<file path="config.mk">
export PLATFORM = sky130hd
export DESIGN_NAME = lic_mode_reg
export DESIGN_NICKNAME = d
export VERILOG_FILES = /design/src/rtl/lic_pkg.sv /design/src/rtl/lic_xition_check.sv /design/src/rtl/lic_ldest_gen.sv /design/src/rtl/lic_mode_reg.sv
export SDC_FILE = /design/constraint.sdc
export NUM_CORES = 1
export LEC_CHECK = 0
export CAP_MARGIN = 20
export CORE_MARGIN = 10
export CORE_UTILIZATION = 35
export CTS_CLUSTER_DIAMETER = 50
export DETAILED_ROUTE_END_ITERATION = 10
export GPL_ROUTABILITY_DRIVEN = 0
export PLACE_DENSITY_LB_ADDON = 0.1
export SLEW_MARGIN = 40
export SYNTH_ARGS = -nofsm -noshare
export SYNTH_HDL_FRONTEND = slang
export SYNTH_SLANG_ARGS = --single-unit
</file>
<file path="constraint.sdc">
create_clock -name clk -period 2.1 [get_ports clk]
set_input_delay 0.21 -clock clk [delete_from_list [all_inputs] [get_ports clk]]
set_output_delay 0.21 -clock clk [all_outputs]
set_load 0.03 [all_outputs]
</file>
<file path="src/rtl/lic_pkg.sv">
package lic_pkg;
    typedef enum logic [1:0] {
        LM_OFF    = 2'b00,
        LM_LEGACY = 2'b10,
        LM_EXT    = 2'b11
    } lic_mode_e;

    typedef enum logic [2:0] {
        CHK_OK        = 3'd0,
        CHK_RSVD      = 3'd1,
        CHK_NOSUP     = 3'd2,
        CHK_BADENC    = 3'd3,
        CHK_SKIP      = 3'd4,
        CHK_DOWNGRADE = 3'd5
    } lic_chk_e;
endpackage

</file>
<file path="src/rtl/lic_xition_check.sv">
module lic_xition_check
    import lic_pkg::*;
#(
    parameter int DATA_W   = 64,
    parameter int BASE_LSB = 12,
    parameter int BASE_MSB = 31,
    parameter int EN_BIT   = 11,
    parameter int EXT_BIT  = 10,
    parameter int BSP_BIT  = 8
) (
    input  logic [DATA_W-1:0] wr_data,
    input  lic_mode_e         cur_mode,
    input  logic              ext_supported,
    output lic_chk_e          verdict
);
    function automatic logic [DATA_W-1:0] legal_mask();
        logic [DATA_W-1:0] m;
        m = '0;
        for (int i = BASE_LSB; i <= BASE_MSB; i++) m[i] = 1'b1;
        m[EN_BIT]  = 1'b1;
        m[EXT_BIT] = 1'b1;
        m[BSP_BIT] = 1'b1;
        return m;
    endfunction

    localparam logic [DATA_W-1:0] LEGAL_MASK = legal_mask();

    logic req_en, req_ext;
    assign req_en  = wr_data[EN_BIT];
    assign req_ext = wr_data[EXT_BIT];

    always_comb begin
        if (|(wr_data & ~LEGAL_MASK))
            verdict = CHK_RSVD;
        else if (req_ext && !ext_supported)
            verdict = CHK_NOSUP;
        else if (req_ext && !req_en)
            verdict = CHK_BADENC;
        else if (cur_mode == LM_OFF && req_en && req_ext)
            verdict = CHK_SKIP;
        else if (cur_mode == LM_EXT && req_en && !req_ext)
            verdict = CHK_DOWNGRADE;
        else
            verdict = CHK_OK;
    end
endmodule

</file>
<file path="src/rtl/lic_ldest_gen.sv">
module lic_ldest_gen #(
    parameter int ID_W = 32,
    parameter int LD_W = 32
) (
    input  logic [ID_W-1:0] id,
    output logic [LD_W-1:0] ldest
);
    localparam int WIDE_W = ID_W + 16;

    logic [WIDE_W-1:0] cluster_wide;
    logic [LD_W-1:0]   member_bit;

    assign cluster_wide = {id[ID_W-1:4], 4'b0000, 16'h0000};
    assign member_bit   = LD_W'(1) << id[3:0];
    assign ldest        = cluster_wide[LD_W-1:0] | member_bit;
endmodule

</file>
<file path="src/rtl/lic_mode_reg.sv">
module lic_mode_reg
    import lic_pkg::*;
#(
    parameter int DATA_W     = 64,
    parameter int ID_W       = 32,
    parameter int LD_W       = 32,
    parameter int BASE_LSB   = 12,
    parameter int BASE_MSB   = 31,
    parameter int EN_BIT     = 11,
    parameter int EXT_BIT    = 10,
    parameter int BSP_BIT    = 8,
    parameter logic [BASE_MSB-BASE_LSB:0] BASE_RESET = 20'hFEE00
) (
    input  logic              clk,
    input  logic              rst_n,
    input  logic              boot_strap,
    input  logic              ext_supported,
    input  logic [ID_W-1:0]   init_id,
    input  logic              wr_valid,
    input  logic [DATA_W-1:0] wr_data,
    input  logic              id_load,
    input  logic [ID_W-1:0]   id_load_val,
    output logic [DATA_W-1:0] rd_data,
    output logic [1:0]        mode,
    output logic [LD_W-1:0]   log_dest,
    output logic [ID_W-1:0]   cur_id,
    output logic              fault,
    output logic              sw_enable_clr
);
    localparam int BASE_W = BASE_MSB - BASE_LSB + 1;

    lic_mode_e         state_q, state_d;
    logic [BASE_W-1:0] base_q, base_d;
    logic              bsp_q;
    logic [LD_W-1:0]   ldest_q, ldest_d, ldest_new;
    logic [ID_W-1:0]   id_q, id_d;
    logic              fault_q, fault_d, clr_q, clr_d;
    lic_chk_e          verdict;
    logic              accept, req_en, req_ext;

    lic_xition_check #(
        .DATA_W(DATA_W), .BASE_LSB(BASE_LSB), .BASE_MSB(BASE_MSB),
        .EN_BIT(EN_BIT), .EXT_BIT(EXT_BIT), .BSP_BIT(BSP_BIT)
    ) u_check (
        .wr_data      (wr_data),
        .cur_mode     (state_q),
        .ext_supported(ext_supported),
        .verdict      (verdict)
    );

    lic_ldest_gen #(.ID_W(ID_W), .LD_W(LD_W)) u_ldest (
        .id   (init_id),
        .ldest(ldest_new)
    );

    assign req_en  = wr_data[EN_BIT];
    assign req_ext = wr_data[EXT_BIT];
    assign accept  = wr_valid && (verdict == CHK_OK);

    // Next-state and next-value logic
    always_comb begin
        state_d = state_q;
        base_d  = base_q;
        ldest_d = ldest_q;
        fault_d = wr_valid && (verdict != CHK_OK);
        clr_d   = accept && !req_en;
        if (accept) begin
            base_d = wr_data[BASE_MSB:BASE_LSB];
            unique case (state_q)
                LM_OFF:    state_d = req_en  ? LM_LEGACY : LM_OFF;
                LM_LEGACY: state_d = !req_en ? LM_OFF : (req_ext ? LM_EXT : LM_LEGACY);
                LM_EXT:    state_d = !req_en ? LM_OFF : LM_EXT;
                default:   state_d = state_q;
            endcase
            if (req_en && req_ext)
                ldest_d = ldest_new;
        end
        if (wr_valid)
            id_d = init_id;
        else if (id_load)
            id_d = id_load_val;
        else
            id_d = id_q;
    end

    // State register
    always_ff @(posedge clk) begin
        if (!rst_n) begin
            state_q <= LM_LEGACY;
            base_q  <= BASE_RESET;
            bsp_q   <= boot_strap;
            ldest_q <= '0;
            id_q    <= init_id;
            fault_q <= 1'b0;
            clr_q   <= 1'b0;
        end else begin
            state_q <= state_d;
            base_q  <= base_d;
            ldest_q <= ldest_d;
            id_q    <= id_d;
            fault_q <= fault_d;
            clr_q   <= clr_d;
        end
    end

    // Outputs
    always_comb begin
        rd_data                    = '0;
        rd_data[BASE_MSB:BASE_LSB] = base_q;
        rd_data[BSP_BIT]           = bsp_q;
        rd_data[EN_BIT]            = state_q[1];
        rd_data[EXT_BIT]           = state_q[0];
        mode                       = state_q;
        log_dest                   = ldest_q;
        cur_id                     = id_q;
        fault                      = fault_q;
        sw_enable_clr              = clr_q;
    end
endmodule

</file>
Yosys cells after proc, flatten, opt, wreduce, memory -nomap -nowiden
Cells that the tools add are included.

Muxes and demuxes: 13. Shift-type cells: 1. Bitwise gates (word level): 1. Eq/ne operators: 3. Reduce and logical (&&, ||, !) cells: 20.

Operators by type and width (count): $mux 32 (3); $reduce_or 41->1 (1); $or 32x32->32 (1); $shl 1x4->32 const A (1); $mux 3 (5); $logic_and 1x1->1 (10); $mux 2 (3); $pmux 2 s3 (1); $reduce_bool 3->1 (2); $eq 2x2->1 const B (2); $reduce_and 2->1 (2); $logic_not 1->1 (3); $logic_not 3->1 (1); $ne 3x1->1 const B (1); $logic_not 2->1 (1); $mux 1 (1).

Bits in registers: 89. Input port bits: 134. Word-level logic and storage cells: 45. Output and inout bits: 132.

Logic depth before layout (Yosys ltp)
Gate-level depths: netlist of the first run.

Depth in word-level cells: 11. Depth in mapped cells: 8. Depth with buffers taken out: 4.

By module
A second synthesis of the first run with hierarchy kept.

Cell total of the unflattened synthesis: 419. Area total of the unflattened synthesis: 4366.7 um^2.

Modules (own cells, without submodules): lic_mode_reg (times used 1, area an instance 3866.2 um^2, seq. area each 2112.0 um^2, cells each 358); lic_ldest_gen (times used 1, area an instance 350.3 um^2, seq. area each 0.0 um^2, cells each 37); lic_xition_check (times used 1, area an instance 150.1 um^2, seq. area each 0.0 um^2, cells each 24).

Worst setup path before layout of the first run
OpenSTA, ideal clock, no wires.

Path kind: flip-flop to flip-flop. From: register state_q[0] (netlist: mode[0]). To: register base_q[17]. Stages on the path, launching flop included: 7. Data required time: 2.028 ns. Buffers on the path: 2. Clock period less this slack: 1.658 ns. Path slack: 0.442 ns. Arrival time: 1.587 ns. Cells stage by stage: dfxtp_1 o211ai_1 a21boi_0 and4_4 buf_6 buf_12 mux2i_1.

Cells in the longest elaborated chain, start to end: 10. Elaborated cells between the ends (all ways): 13.

Ends and longest elaborated chain: start: declaration (line lic_mode_reg.sv:32) `lic_mode_e state_q, state_d;`; start signal: assignment (line lic_mode_reg.sv:97) `state_q <= state_d;`; $eq 2x2->1 (line lic_xition_check.sv:41) `else if (cur_mode == LM_EXT && req_en && !req_ext)`; $logic_and 1x1->1 (2 in series) (line lic_xition_check.sv:41); $mux 3 (line lic_xition_check.sv:41); $mux 3 (*) (line lic_xition_check.sv:39) `else if (cur_mode == LM_OFF && req_en && req_ext)`; $mux 3 (*) (line lic_xition_check.sv:37) `else if (req_ext && !req_en)`; $mux 3 (*) (line lic_xition_check.sv:35) `else if (req_ext && !ext_supported)`; $mux 3 (*) (line lic_xition_check.sv:33) `if (|(wr_data & ~LEGAL_MASK))`; $logic_not 3->1 (*) (line lic_mode_reg.sv:58) `assign accept = wr_valid && (verdict == CHK_OK);`; $logic_and 1x1->1 (*) (line lic_mode_reg.sv:58); end signal: assignment (line lic_mode_reg.sv:98) `base_q <= base_d;`; end: declaration (line lic_mode_reg.sv:33) `logic [BASE_W-1:0] base_q, base_d;`.

Every way passes the cells marked *; elsewhere a longest branch is shown, timed or not. A chain may end at the register's enable or synchronous reset.

Final worst setup path of the first run
From: register state_q[1] (netlist: mode[1]). To: output rd_data[11].

RTL lines: end: declaration (line lic_mode_reg.sv:23) `output logic [DATA_W-1:0] rd_data,`.

No word-level cell between the ends.

==> results of run 1 <==
-- final cells by class --
class	instances	area, sq um
tap	143	179
sequential	85	2030
timing repair buffer	228	2290
multi-input combinational	266	1710
fill	1043	4950
clock inverter	5	60.1
inverter	3	11.3
clock buffer	11	233
-- layer usage --
| layer | vias to the layer above | wire [um] | GRT usage |
|---|---|---|---|
| met5 | - | 0 | 0 |
| met4 | 0 | 172 | 0.0576 |
| met3 | 10 | 809 | 0.0439 |
| met2 | 116 | 6940 | 0.271 |
| met1 | 1588 | 4910 | 0.157 |
| li1 | 1655 | - | - |
-- through the flow --
step / power, mW / cells / setup slack [ns] / util
6_report: 4.20 / 741 / 0.396 / 0.568
5_1_grt: 4.37 / 741 / 0.319 / 0.568
4_1_cts: 4.25 / 741 / 0.374 / 0.568
3_5_place_dp: 2.65 / 725 / 0.0682 / 0.543
3_3_place_gp: 2.65 / 725 / 0.144 / 0.543
2_1_floorplan: 2.30 / 426 / 0.442 / -
-- how the worst max path moves through the flow --
stage,startpoint,end,slack [ns],cells after the start
2_1_floorplan,mode[0],base_q[17],0.44,6
3_3_place_gp,wr_data[1],base_q[19],0.14,6
3_5_place_dp,wr_data[1],base_q[0],0.07,6
4_1_cts,mode[1],mode[1],0.37,1
5_1_grt,mode[1],mode[1],0.32,1
6_report,mode[1],rd_data[11],0.40,1
-- state kept, by name (all words and copies together), names as in the netlist --
| signal | count |
|---|---|
| fault | 1 |
| base_q | 20 |
| cur_id | 32 |
| log_dest | 28 |
| sw_enable_clr | 1 |
| bsp_q | 1 |
| mode | 2 |
-- cell usage after synthesis, types with 5 or more instances --
| master | number |
|---|---|
| nor2_1 | 21 |
| or3_1 | 9 |
| or4_1 | 6 |
| buf_6 | 6 |
| dfxtp_1 | 52 |
| edfxtp_1 | 33 |
| mux2i_1 | 48 |
| mux2_2 | 32 |
| buf_2 | 5 |
| nand2_1 | 65 |
| clkbuf_1 | 11 |
| nand2b_1 | 7 |
| nor4_1 | 10 |
| buf_4 | 48 |
-- cells by family (layout without fill, tap and decap cells) --
group	count (synthesis)	in the layout	synth area share
DFF	85	85	0.493
muxes	80	80	0.204
other	1	45	0.000910
buffers and inverters	75	247	0.132
and+or+nand+nor	131	131	0.152
AOI/OAI and AO/OA	10	10	0.0170
-- power by group through the flow --
stage               clock network, mW  logic [mW]  registers [mW]
detailed placement                  0       0.809            1.85
global placement                    0       0.803            1.84
floorplan                           0       0.306            1.99
finish                           1.59       0.808            1.81
CTS                              1.63       0.813            1.81
global route                     1.70       0.856            1.81
==> flow_metrics.py, run 1 <==
metrics = {
    "die": {
        "core_area_sq_mm": 0.0115,
        "die_w_um": 128,
        "initial_core_util": 0.359,
        "die_y_um": 128,
        "design.portCount": 266,
        "rows": 39,
        "dieArea_sq_mm": 0.0165,
    },
    "hold_path": {
        "hold_depth": 3,
        "worstHoldStart": "wr_data[18]",
        "min_to": "base_q[6]",
        "hp-class": "input port to flop",
    },
    "sta": {
        "hold_viol": 0,
        "fmaxAchievable_mhz": 587,
        "finalSetupViolCount": 0,
        "maxSlewHeadroom": 0.478,
        "worst_slew_pin_slew_ns": 0.782,
        "finalSetupTns_ns": 0,
        "rsz0062_at_grt": "false",
        "holdWs_ns": 0.424,
        "period_share": 0.811,
        "fin_crit_ns": 1.70,
        "maxSlewViolCount": 0,
        "clock_skew_ns": 0.00781,
    },
    "route": {
        "firstDrtPassIters": 4,
        "routedWlPerCell_um": 17.3,
        "ant_nets": 0,
        "drt_iter0_markers": 160,
        "totalWireLength_um": 12800,
        "drc_errors": 0,
        "vias_per_cell": 4.55,
        "vias": 3369,
    },
    "critical_path": {
        "worstPathRequired_ns": 1.89,
        "critPathTopFamily": "buffers and inverters",
        "critPathArrivalTime_ns": 1.49,
        "crit_type": "flop to output pin",
        "r2r-end": "base_q[19]",
        "critical_path.slowest_cell": "clkdlybuf4s50_1",
        "end_kind": "output pin",
        "cp_slowest_stage_delay_ns": 0.73,
        "crit_fanout": 7,
        "rr_startpoint": "mode[0]",
        "critPathBufInv": 1,
        "cp-start-kind": "flop",
        "path_cells": "clkdlybuf4s50_1",
        "r2r_slack_ns": 0.54,
        "r2r_cells": 5,
    },
    "synthesis": {
        "synth_top_area_frac": 0.253,
        "ys_seq_area_frac": 0.493,
        "synth.area.top_cells": "dfxtp_1, edfxtp_1, mux2i_1",
        "synth_cells": 382,
        "ys.flop_type": "dfxtp_1",
        "yosysWarnings": 0,
        "synth-async-reset-ratio": 0,
        "syn_avg_cell_area_sq_um": 10.8,
        "synth-edff-count": 33,
        "netlist_area_sq_mm": 0.00412,
        "synth_top_cell_by_area": "dfxtp_1",
        "yosysUniqueCellTypes": 31,
        "ys_ff_latch": 85,
    },
    "clock_tree": {
        "cts-hold-fix-buffers": 0,
        "cts_made_buffers": 9,
        "cts_htree_levels": 3,
        "clk_pin_slew_ns": 0.06,
        "clk_path_buf_depth": 2,
        "clkSinkCount": 85,
        "cts_tree": "yes",
        "cts.repair.resized": 0,
        "postCtsSetupRepairBufs": 0,
        "cts_root_buf": "clkbuf_16",
        "clock_latency_ns": 0.34,
    },
    "global_route": {
        "antenna_found_initial": 0,
        "grt_max_degree": 66,
        "grt_use_total": 0.149,
        "grt_pass1_wl_um": 19400,
        "overflow": 0,
        "first_global_vias": 3605,
    },
    "power": {
        "p_leak_nw": 2.58,
        "vdd_drop_max_uv": 397,
        "power_frac_clock": 0.378,
        "switching_power_mw": 1.09,
        "seqPwrFrac": 0.430,
        "intPower_mw": 3.11,
        "powerDensity_mw_per_mm2": 645,
        "switching_share": 0.260,
        "power_frac_comb": 0.192,
    },
    "place": {
        "dp_hpwl_um": 10200,
        "placed_area_sq_mm": 0.00622,
        "port_buffers": 219,
    },
    "finish": {
        "layout_common_cells": "clkdlybuf4s50_1, nand2_1, dfxtp_1, mux2i_1, conb_1",
        "drive_above_1_share": 0.0987,
        "area_delta_synth_final_pct": 58.2,
        "finalNetCount": 727,
        "final_common_cell": "clkdlybuf4s50_1",
        "stdcell_area_sq_mm": 0.00652,
        "antenna_cells_inserted": 0,
    },
    "status": {
        "status": "finished clean",
    },
    "flow_run": {
        "drv_cap": 0,
    },
}
Power figures use the tool's default switching activity.
==> run 2: changes to the inputs <==
==> constraint.sdc (replaced) <==
create_clock -name clk -period 1.7 [get_ports clk]
set_input_delay 0.17 -clock clk [delete_from_list [all_inputs] [get_ports clk]]
set_output_delay 0.17 -clock clk [all_outputs]
set_load 0.03 [all_outputs]
==> run 2 against run 1 <==
Via count down 1.4%; non-clock buffer count up 8; sequential power up 23%; wire length up 0.75%; utilization up 0.73 points; sequential cell count unchanged; power up 22%; global-route usage up 0.21 points; count of clock-buffer cells in the layout unchanged; register-to-register slack worse by 0.43 ns; die area unchanged; final area up 1.3%; critical path type unchanged; critical endpoint is now mode[0]; largest power group unchanged.
==> flow_metrics.py, run 2 (same netlist as run 1, synthesis figures left out) <==
metrics = {
    "clock_tree": {
        "cts_htree_levels": 3,
        "cts_root_buf": "clkbuf_16",
        "cts_made_buffers": 9,
        "clk_pin_slew_ns": 0.06,
        "clk_path_buf_depth": 2,
        "clock_latency_ns": 0.34,
        "postCtsSetupRepairBufs": 0,
        "cts_tree": "yes",
        "clkSinkCount": 85,
    },
    "route": {
        "totalWireLength_um": 12900,
        "drt_iter0_markers": 148,
        "vias": 3321,
        "met3_length_um": 859,
        "routedWlPerCell_um": 17.3,
        "ant_nets": 0,
        "met1Wirelength_um": 4860,
        "met2_length_um": 7000,
        "firstDrtPassIters": 4,
        "vias_per_cell": 4.43,
        "highest_layer": "met4",
        "drc_errors": 0,
    },
    "global_route": {
        "overflow": 0,
        "grt_use_total": 0.151,
        "antenna_found_initial": 0,
        "grt_pass1_wl_um": 19700,
        "first_global_vias": 3644,
        "grt_max_degree": 33,
    },
    "sta": {
        "rsz0062_at_grt": "false",
        "finalSetupViolCount": 0,
        "fin_crit_ns": 1.65,
        "hold_viol": 0,
        "period_share": 0.970,
        "maxSlewViolCount": 0,
        "fmaxAchievable_mhz": 606,
        "clock_skew_ns": 0.00312,
    },
    "finish": {
        "nFillCells": 993,
        "drive_above_1_share": 0.116,
        "area_delta_synth_final_pct": 60.2,
        "largest_reg_flops": 32,
        "finalNetCount": 735,
        "stdcell_area_sq_mm": 0.00660,
        "final_common_cell": "clkdlybuf4s50_1",
        "antenna_cells_inserted": 0,
        "post-route-util": 0.576,
        "layout_common_cells": "clkdlybuf4s50_1, nand2_1, dfxtp_1, mux2i_1, conb_1",
    },
    "power": {
        "power_mw": 5.14,
        "p_leak_nw": 2.63,
        "powerDensity_mw_per_mm2": 779,
        "vdd_drop_max_uv": 470,
    },
    "hold_path": {
        "hp-class": "input port to flop",
    },
    "critical_path": {
        "critPathArrivalTime_ns": 1.48,
        "worstPathRequired_ns": 1.53,
        "crit_fanout": 6,
        "r2r_slack_ns": 0.11,
        "crit_type": "flop to output pin",
        "critPathTopFamily": "buffers and inverters",
        "path_cells": "clkdlybuf4s50_1",
        "cp-start-kind": "flop",
        "cp_slowest_stage_delay_ns": 0.72,
        "critical_path.slowest_cell": "clkdlybuf4s50_1",
        "end_kind": "output pin",
        "critPathBufInv": 1,
    },
    "place": {
        "dp_hpwl_um": 10600,
        "placed_area_sq_mm": 0.00631,
        "port_buffers": 219,
    },
    "die": {
        "dieArea_sq_mm": 0.0165,
        "die_w_um": 128,
        "initial_core_util": 0.359,
        "core_area_sq_mm": 0.0115,
        "design.portCount": 266,
        "die_y_um": 128,
        "rows": 39,
    },
    "status": {
        "status": "finished clean",
    },
    "flow_run": {
        "drv_cap": 0,
    },
}
-- run 2: worst paths after layout --
check / from / endpoint / cells past startpoint
worst max-delay path: mode[0] / mode[0] / 1
worst min register to register: base_q[7] / base_q[7] / 2
worst max register to register: mode[1] / log_dest[24] / 5
worst min-delay path: rst_n / log_dest[15] / 3
-- run 2: power by group --
part           internal [mW]  switching [mW]
clock                   1.07           0.815
sequential              2.21          0.0206
combinational          0.504           0.517
-- run 2: cell type report --
type	instances	area, sq um	share of cell area
clock buffer	11	253	0.0383
clock inverter	5	35.0	0.00531
inverter	3	11.3	0.00171
multi-input combinational	266	1710	0.259
sequential	85	2030	0.308
tap	143	179	0.0271
timing repair buffer	236	2380	0.360
-- run 2: per-layer routing --
metal  vias to the layer above  GRT usage
met5                         -          0
met4                         0     0.0623
met3                        13     0.0423
met2                       120      0.274
met1                      1517      0.160
li1                       1671          -
-- run 2: through the flow --
step,std cells,setup TNS [ns],hold slack (ns),worst slack [ns]
floorplan,426,0,0.269,0.0418
global placement,733,-9.49,0.444,-0.211
detailed placement,733,-9.49,0.449,-0.244
CTS,749,0,0.216,0.00609
global route,749,0,0.246,0.00768
finish,749,0,0.230,0.0511
-- run 2: timing repair --
item / in CTS / in global routing
resized for setup: 1 / 3
hold buffers: 0 / 0
setup endpoints to repair: 1 / 23
endpoints found under the hold margin: 0 / 0
pin swaps: 0 / 0
==> run 3: changes to the inputs <==
--- a/config.mk
+++ b/config.mk
@@ -8,7 +8,6 @@
 export CAP_MARGIN = 20
 export CORE_MARGIN = 10
 export CORE_UTILIZATION = 35
-export CTS_CLUSTER_DIAMETER = 50
 export DETAILED_ROUTE_END_ITERATION = 10
 export GPL_ROUTABILITY_DRIVEN = 0
 export PLACE_DENSITY_LB_ADDON = 0.1
==> results of run 3 <==
Same layout as run 2: the final DEF is identical, and so are final timing and power.
